### config.mk
export PLATFORM = sky130hd
export DESIGN_NAME = atpg_engine
export DESIGN_NICKNAME = d
export VERILOG_FILES = /design/src/rtl/atpg_pkg.sv /design/src/rtl/atpg_netlist.sv /design/src/rtl/atpg_lines.sv /design/src/rtl/atpg_stack.sv /design/src/rtl/atpg_engine.sv
export SDC_FILE = /design/constraint.sdc
export NUM_CORES = 1
export LEC_CHECK = 0
export CAP_MARGIN = 0
export CORE_MARGIN = 2
export CORE_UTILIZATION = 51
export CTS_CLUSTER_DIAMETER = 30
export DETAILED_ROUTE_END_ITERATION = 7
export PLACE_DENSITY = 0.7
export SYNTH_ARGS = -nofsm -noshare
export SYNTH_HDL_FRONTEND = slang
export SYNTH_SLANG_ARGS = --single-unit
### constraint.sdc
create_clock -name clk -period 9.3 [get_ports clk]
set_input_delay 1.86 -clock clk [delete_from_list [all_inputs] [get_ports clk]]
set_output_delay 1.86 -clock clk [all_outputs]
set_load 0.01 [all_outputs]
### src/rtl/atpg_pkg.sv
package atpg_pkg;
  localparam logic [2:0] K_PI   = 3'd0;
  localparam logic [2:0] K_AND  = 3'd1;
  localparam logic [2:0] K_OR   = 3'd2;
  localparam logic [2:0] K_NAND = 3'd3;
  localparam logic [2:0] K_NOR  = 3'd4;
  localparam logic [2:0] K_NOT  = 3'd5;

  // composite good/faulty line values
  localparam logic [2:0] LV_0  = 3'd0;  // 0/0
  localparam logic [2:0] LV_1  = 3'd1;  // 1/1
  localparam logic [2:0] LV_D  = 3'd2;  // 1/0
  localparam logic [2:0] LV_DB = 3'd3;  // 0/1
  localparam logic [2:0] LV_X  = 3'd4;  // unassigned

  function automatic logic ctrl_of(input logic [2:0] k);
    return (k == K_OR) || (k == K_NOR);
  endfunction

  function automatic logic inv_of(input logic [2:0] k);
    return (k == K_NAND) || (k == K_NOR) || (k == K_NOT);
  endfunction

  function automatic logic good_of(input logic [2:0] v);
    return (v == LV_1) || (v == LV_D);
  endfunction

  function automatic logic is_err(input logic [2:0] v);
    return (v == LV_D) || (v == LV_DB);
  endfunction

  function automatic logic [2:0] flip_err(input logic [2:0] v);
    return (v == LV_D) ? LV_DB : LV_D;
  endfunction

  function automatic logic [2:0] lv_of_bit(input logic b);
    return b ? LV_1 : LV_0;
  endfunction

  function automatic logic [1:0] pi_code(input logic [2:0] v);
    if (v == LV_X) return 2'b10;
    return {1'b0, good_of(v)};
  endfunction
endpackage

### src/rtl/atpg_netlist.sv
module atpg_netlist #(
  parameter int NG = 16,
  parameter int IW = $clog2(NG)
) (
  input  logic                   clk,
  input  logic                   rst_n,
  input  logic                   we,
  input  logic [IW-1:0]          addr,
  input  logic [2:0]             kind_i,
  input  logic [IW-1:0]          src0_i,
  input  logic [IW-1:0]          src1_i,
  input  logic [IW-1:0]          sink_i,
  input  logic                   po_i,
  output logic [NG-1:0][2:0]     kind_q,
  output logic [NG-1:0][IW-1:0]  src0_q,
  output logic [NG-1:0][IW-1:0]  src1_q,
  output logic [NG-1:0][IW-1:0]  sink_q,
  output logic [NG-1:0]          po_q
);
  always_ff @(posedge clk) begin
    if (!rst_n) begin
      kind_q <= '0;
      src0_q <= '0;
      src1_q <= '0;
      sink_q <= '0;
      po_q   <= '0;
    end else if (we) begin
      kind_q[addr] <= kind_i;
      src0_q[addr] <= src0_i;
      src1_q[addr] <= src1_i;
      sink_q[addr] <= sink_i;
      po_q[addr]   <= po_i;
    end
  end
endmodule

### src/rtl/atpg_lines.sv
module atpg_lines #(
  parameter int NG = 16,
  parameter int IW = $clog2(NG)
) (
  input  logic               clk,
  input  logic               rst_n,
  input  logic               clr,
  input  logic               we,
  input  logic [IW-1:0]      waddr,
  input  logic [2:0]         wdata,
  output logic [NG-1:0][2:0] vals_q
);
  import atpg_pkg::*;
  always_ff @(posedge clk) begin
    if (!rst_n || clr) begin
      for (int i = 0; i < NG; i++) vals_q[i] <= LV_X;
    end else if (we) begin
      vals_q[waddr] <= wdata;
    end
  end
endmodule

### src/rtl/atpg_stack.sv
module atpg_stack #(
  parameter int DEPTH = 16,
  parameter int W     = 8
) (
  input  logic         clk,
  input  logic         rst_n,
  input  logic         clear,
  input  logic         pop,
  input  logic [1:0]   push_n,
  input  logic [W-1:0] push_a,
  input  logic [W-1:0] push_b,
  output logic [W-1:0] top_o,
  output logic         empty_o,
  output logic         ovf_o
);
  localparam int CW = $clog2(DEPTH + 3);
  localparam int AW = (DEPTH > 1) ? $clog2(DEPTH) : 1;

  logic [W-1:0]  mem [DEPTH];
  logic [CW-1:0] sp, base, nxt;

  always_comb begin
    if (clear)    base = '0;
    else if (pop) base = sp - 1'b1;
    else          base = sp;
    nxt   = base + CW'(push_n);
    ovf_o = nxt > CW'(DEPTH);
  end

  assign empty_o = (sp == '0);
  assign top_o   = empty_o ? '0 : mem[AW'(sp - 1'b1)];

  always_ff @(posedge clk) begin
    if (!rst_n)      sp <= '0;
    else if (!ovf_o) sp <= nxt;
  end

  always_ff @(posedge clk) begin
    if (!ovf_o) begin
      if (push_n != 2'd0) mem[AW'(base)] <= push_a;
      if (push_n == 2'd2) mem[AW'(base + 1'b1)] <= push_b;
    end
  end
endmodule

### src/rtl/atpg_engine.sv
module atpg_engine #(
  parameter int NG          = 16,
  parameter int STACK_DEPTH = 16,
  parameter int IW          = $clog2(NG)
) (
  input  logic            clk,
  input  logic            rst_n,
  input  logic            cfg_we,
  input  logic [IW-1:0]   cfg_addr,
  input  logic [2:0]      cfg_kind,
  input  logic [IW-1:0]   cfg_src0,
  input  logic [IW-1:0]   cfg_src1,
  input  logic [IW-1:0]   cfg_sink,
  input  logic            cfg_is_out,
  input  logic            start,
  input  logic [IW-1:0]   fault_line,
  input  logic            stuck_val,
  output logic            busy,
  output logic            done,
  output logic            fail,
  output logic [2*NG-1:0] result
);
  import atpg_pkg::*;
  localparam int SW = 1 + IW + 3;  // {is_prop, line, value}

  logic [NG-1:0][2:0]    kind_q;
  logic [NG-1:0][IW-1:0] src0_q, src1_q, sink_q;
  logic [NG-1:0]         po_q;
  logic [NG-1:0][2:0]    vals_q;

  logic          running, accept;
  logic [SW-1:0] top_e, push_a, push_b;
  logic [1:0]    push_n;
  logic          stk_empty, ovf_ev, step_act;
  logic          t_prop;
  logic [IW-1:0] t_line;
  logic [2:0]    t_val, cur, kd;
  logic          assign_ok, val_we, conflict_ev, dead_end_ev, fail_ev;
  logic          inval;
  logic [IW-1:0] a0, a1, pick, k, other;
  logic [2:0]    kk, nerr;

  atpg_netlist #(.NG(NG), .IW(IW)) u_net (
    .clk(clk), .rst_n(rst_n), .we(cfg_we), .addr(cfg_addr),
    .kind_i(cfg_kind), .src0_i(cfg_src0), .src1_i(cfg_src1),
    .sink_i(cfg_sink), .po_i(cfg_is_out),
    .kind_q(kind_q), .src0_q(src0_q), .src1_q(src1_q),
    .sink_q(sink_q), .po_q(po_q)
  );

  atpg_lines #(.NG(NG), .IW(IW)) u_lines (
    .clk(clk), .rst_n(rst_n), .clr(accept), .we(val_we),
    .waddr(t_line), .wdata(t_val), .vals_q(vals_q)
  );

  atpg_stack #(.DEPTH(STACK_DEPTH), .W(SW)) u_stack (
    .clk(clk), .rst_n(rst_n), .clear(accept), .pop(step_act),
    .push_n(push_n), .push_a(push_a), .push_b(push_b),
    .top_o(top_e), .empty_o(stk_empty), .ovf_o(ovf_ev)
  );

  assign accept   = start && !running;
  assign step_act = running && !stk_empty;
  assign {t_prop, t_line, t_val} = top_e;
  assign cur = vals_q[t_line];
  assign kd  = kind_q[t_line];

  // a line may be written if unassigned, or upgraded to an error of the same good value
  assign assign_ok   = (cur == LV_X) || (good_of(cur) == good_of(t_val));
  assign conflict_ev = step_act && !assign_ok;
  assign val_we      = step_act && assign_ok && ((cur == LV_X) || is_err(t_val));

  // justify operands
  assign a0    = src0_q[t_line];
  assign a1    = src1_q[t_line];
  assign inval = good_of(t_val) ^ inv_of(kd);
  assign pick  = ((vals_q[a1] == LV_X) && ((vals_q[a0] != LV_X) || (a1 < a0))) ? a1 : a0;

  // propagate operands
  assign k     = sink_q[t_line];
  assign kk    = kind_q[k];
  assign nerr  = inv_of(kk) ? flip_err(t_val) : t_val;
  assign other = (src0_q[k] == t_line) ? src1_q[k] : src0_q[k];
  assign dead_end_ev = step_act && t_prop && !po_q[t_line] && (kk == K_PI);

  always_comb begin
    push_n = 2'd0;
    push_a = '0;
    push_b = '0;
    if (accept) begin
      push_n = 2'd2;
      push_a = {1'b1, fault_line, stuck_val ? LV_DB : LV_D};
      push_b = {1'b0, fault_line, lv_of_bit(!stuck_val)};
    end else if (step_act && !conflict_ev && !dead_end_ev) begin
      if (!t_prop) begin
        if (kd == K_NOT) begin
          push_n = 2'd1;
          push_a = {1'b0, a0, lv_of_bit(inval)};
        end else if (kd != K_PI) begin
          if (inval != ctrl_of(kd)) begin
            push_n = 2'd2;
            push_a = {1'b0, a0, lv_of_bit(inval)};
            push_b = {1'b0, a1, lv_of_bit(inval)};
          end else begin
            push_n = 2'd1;
            push_a = {1'b0, pick, lv_of_bit(inval)};
          end
        end
      end else if (!po_q[t_line]) begin
        if (kk == K_NOT) begin
          push_n = 2'd1;
          push_a = {1'b1, k, nerr};
        end else begin
          push_n = 2'd2;
          push_a = {1'b1, k, nerr};
          push_b = {1'b0, other, lv_of_bit(!ctrl_of(kk))};
        end
      end
    end
  end

  assign fail_ev = conflict_ev || dead_end_ev || (step_act && ovf_ev);

  always_ff @(posedge clk) begin
    if (!rst_n) begin
      running <= 1'b0;
      done    <= 1'b0;
      fail    <= 1'b0;
    end else begin
      done <= 1'b0;
      if (accept) begin
        running <= 1'b1;
        fail    <= 1'b0;
      end else if (running) begin
        if (fail_ev) begin
          running <= 1'b0;
          fail    <= 1'b1;
          done    <= 1'b1;
        end else if (stk_empty) begin
          running <= 1'b0;
          done    <= 1'b1;
        end
      end
    end
  end

  assign busy = running;

  for (genvar i = 0; i < NG; i++) begin : g_res
    assign result[2*i +: 2] = (kind_q[i] == K_PI) ? pi_code(vals_q[i]) : 2'b10;
  end
endmodule

==> metrics <==
run status=complete, no violations; initial antenna violation count=2; routed vias/inst=6.42; hold-fix buffer count after cts=0; DIE HEIGHT=225 um; max incr delay on CP=0.73 ns; Leak=10.5 nW; Remaining Overflow, GRT=0; most used cell, CP=buf_4; crit path launch type=flop; CP top delay family=simple AND/OR/NAND/NOR gates; syn avg cell area=8.44 sq um; Max VDD drop=0.232 mV; TritonRoute pass-1 iters=8; top_reg_cell synth=dfxtp_1; CTS clk-pin slew, worst paths=0.05 ns; Worst Tran Pin Value=1.50 ns; drc violations=0; CP Class=reg2reg; Placement Cell Area=0.0256 sq mm; Final Hold Viols=0; Die Wd=225 um; fin crit share=95.8%; Max Fclk=112 MHz; first-pass GRT wire length=135,000 um; Mapped Nets=2,990; Pwr Density=338 mW/mm^2; crit path from=u_stack.sp[0]; Post-Synthesis Cells=2,952; Synth Cell Area=0.0249 sq mm; leading cell type in the layout, fill and taps excluded=nand2_1; Layout Utilization=60.7%; nets=2,976; flops & latches, synth=440; largest net degree at the start of global routing=136; area delta synth->final=16.8%; CP required=9.64 ns; number of synthesis warnings=0; Final Critical Period=8.91 ns; Post-synth EDFFs=80; worst setup margin=0.391 ns; HP Class=reg2reg; Max Slew Vio Count=0; pre-CTS setup slack=0.137 ns; First DRT Iteration DRCs=3,289; critical hold path startpoint=u_stack.mem[5][7]; total core area=0.0479 sq mm; Port Buf Inserts=63; most frequent cells in the layout=nand2_1 (782), dfxtp_1 (359), a21boi_0 (258); Global Route Usage Sum=35.2%; clk_skew=0.0263 ns; Non-Filler Instances=3,636; clk sinks=440; FF-to-FF Start=u_stack.sp[0]; Critical Path AT=9.25 ns; TritonCTS clock tree=built; via count=23.3k; final wirelength=90,500 um; crit path max fanout=38; vias in the first global route=22.1k; Clock Tree Buf Depth=3; Die Area=0.0506 sq mm; H-tree Lvls=3; final setup fails=0; library cells used by synthesis=98; Post-Place Cells=3,440; # IOs=64; num rows=80; Avg WL per Cell=24.9 um; Buf/Inv on CP=6; Seq/Total Area, Yosys=38.6%; Num CTS Buffers=100; clk root buf=clkbuf_16; Slew headroom=0.0186%; TNS Setup=0 ns; Routed Antenna Nets=0; Max Cap Viol=0; ys async rst share=0%; worst skew pair latency=0.65 ns; DPL Wire Length=57,800 um; Diodes inserted=0; Critical-path top delay cell=or4_1; crit path capture type=flop; share of layout cells above drive strength 1=11.0%; final instance area=0.0291 sq mm; GP Congestion=1.01; Starting Density=51.9%
==> cells in the mapped netlist (all sizes together) (31+ instances only) <==
cell type / number / share of area, %
nand4: 41 / 1.0
nor2: 107 / 1.6
buf: 89 / 2.4
or3: 33 / 0.83
nand2: 785 / 12
o22ai: 41 / 1.1
inv: 34 / 0.51
nand2b: 33 / 0.83
dfxtp: 360 / 29
nand3: 132 / 2.7
a21boi: 259 / 7.8
mux2i: 257 / 10
edfxtp: 80 / 9.6
clkbuf: 158 / 2.4
o2bb2ai: 32 / 1.1
o21ai: 61 / 1.2
nor2b: 31 / 0.78
nor3: 45 / 0.90
a21oi: 55 / 1.1
==> final cells by class <==
cell class / count / area, sq um
Clock buffer: 126 / 2740
Clock inverter: 59 / 618
Fill cell: 4005 / 18900
Multi-Input combinational cell: 2230 / 14100
Tap cell: 615 / 769
Timing Repair Buffer: 131 / 1150
Inverter: 35 / 131
Sequential cell: 440 / 9610
==> sequential cells by signal, indices dropped and copies added, names as in the netlist <==
register        count
u_stack.mem       128
u_net.sink_q       64
u_net.src0_q       64
u_net.src1_q       64
u_lines.vals_q     48
u_net.kind_q       48
u_net.po_q         16
u_stack.sp          5
busy                1
done                1
fail                1
==> logic make-up (layout without fill, tap and decap cells) <==
group | Yosys count | count (layout) | share of synthesized area [%]
mux | 297 | 297 | 13.5
fa+ha+maj | 9 | 9 | 0.482
buf+inv | 282 | 351 | 5.34
compound gates | 612 | 612 | 18.2
simple gates | 1281 | 1281 | 22.7
flops | 440 | 440 | 38.6
xor+xnor | 31 | 31 | 1.20
==> metrics by stage <==
stage	hold slack, ns	total power, mW
finish	0.460	9.82
global route	0.468	10.1
detailed placement	0.452	6.10
floorplan	0.424	4.97
CTS	0.462	9.59
global placement	0.442	6.05
==> what timing repair did <==
item	4_1_cts	5_1_grt
endpoints found under the hold margin	0	0
gates resized for setup	0	11
setup endpoints to repair	0	163
setup buffers	0	11
==> routing by layer <==
layer / up-vias / routed length [um] / GRT usage, %
li1: 10400 / - / -
met1: 11100 / 35900 / 46.0
met2: 1450 / 39700 / 53.4
met3: 324 / 9560 / 8.42
met4: 4 / 5230 / 20.1
met5: - / 20 / 0
==> worst paths after layout <==
path                                           to  slack [ns]  cells past startpoint
worst min-delay path            u_stack.mem[5][7]        0.46                      1
worst min register to register  u_stack.mem[5][7]        0.46                      1
worst max register to register  u_stack.mem[6][3]        0.39                     30
worst max-delay path            u_stack.mem[6][3]        0.39                     30
==> power breakdown <==
| part | total [mW] | internal [mW] | switching, mW | leakage (nW) |
|---|---|---|---|---|
| Clock | 3.49 | 2.29 | 1.20 | 1.62 |
| Sequential | 2.08 | 2.02 | 0.0588 | 3.73 |
| Combinational | 4.25 | 1.40 | 2.85 | 5.10 |
(Power assumes the default switching activity.)
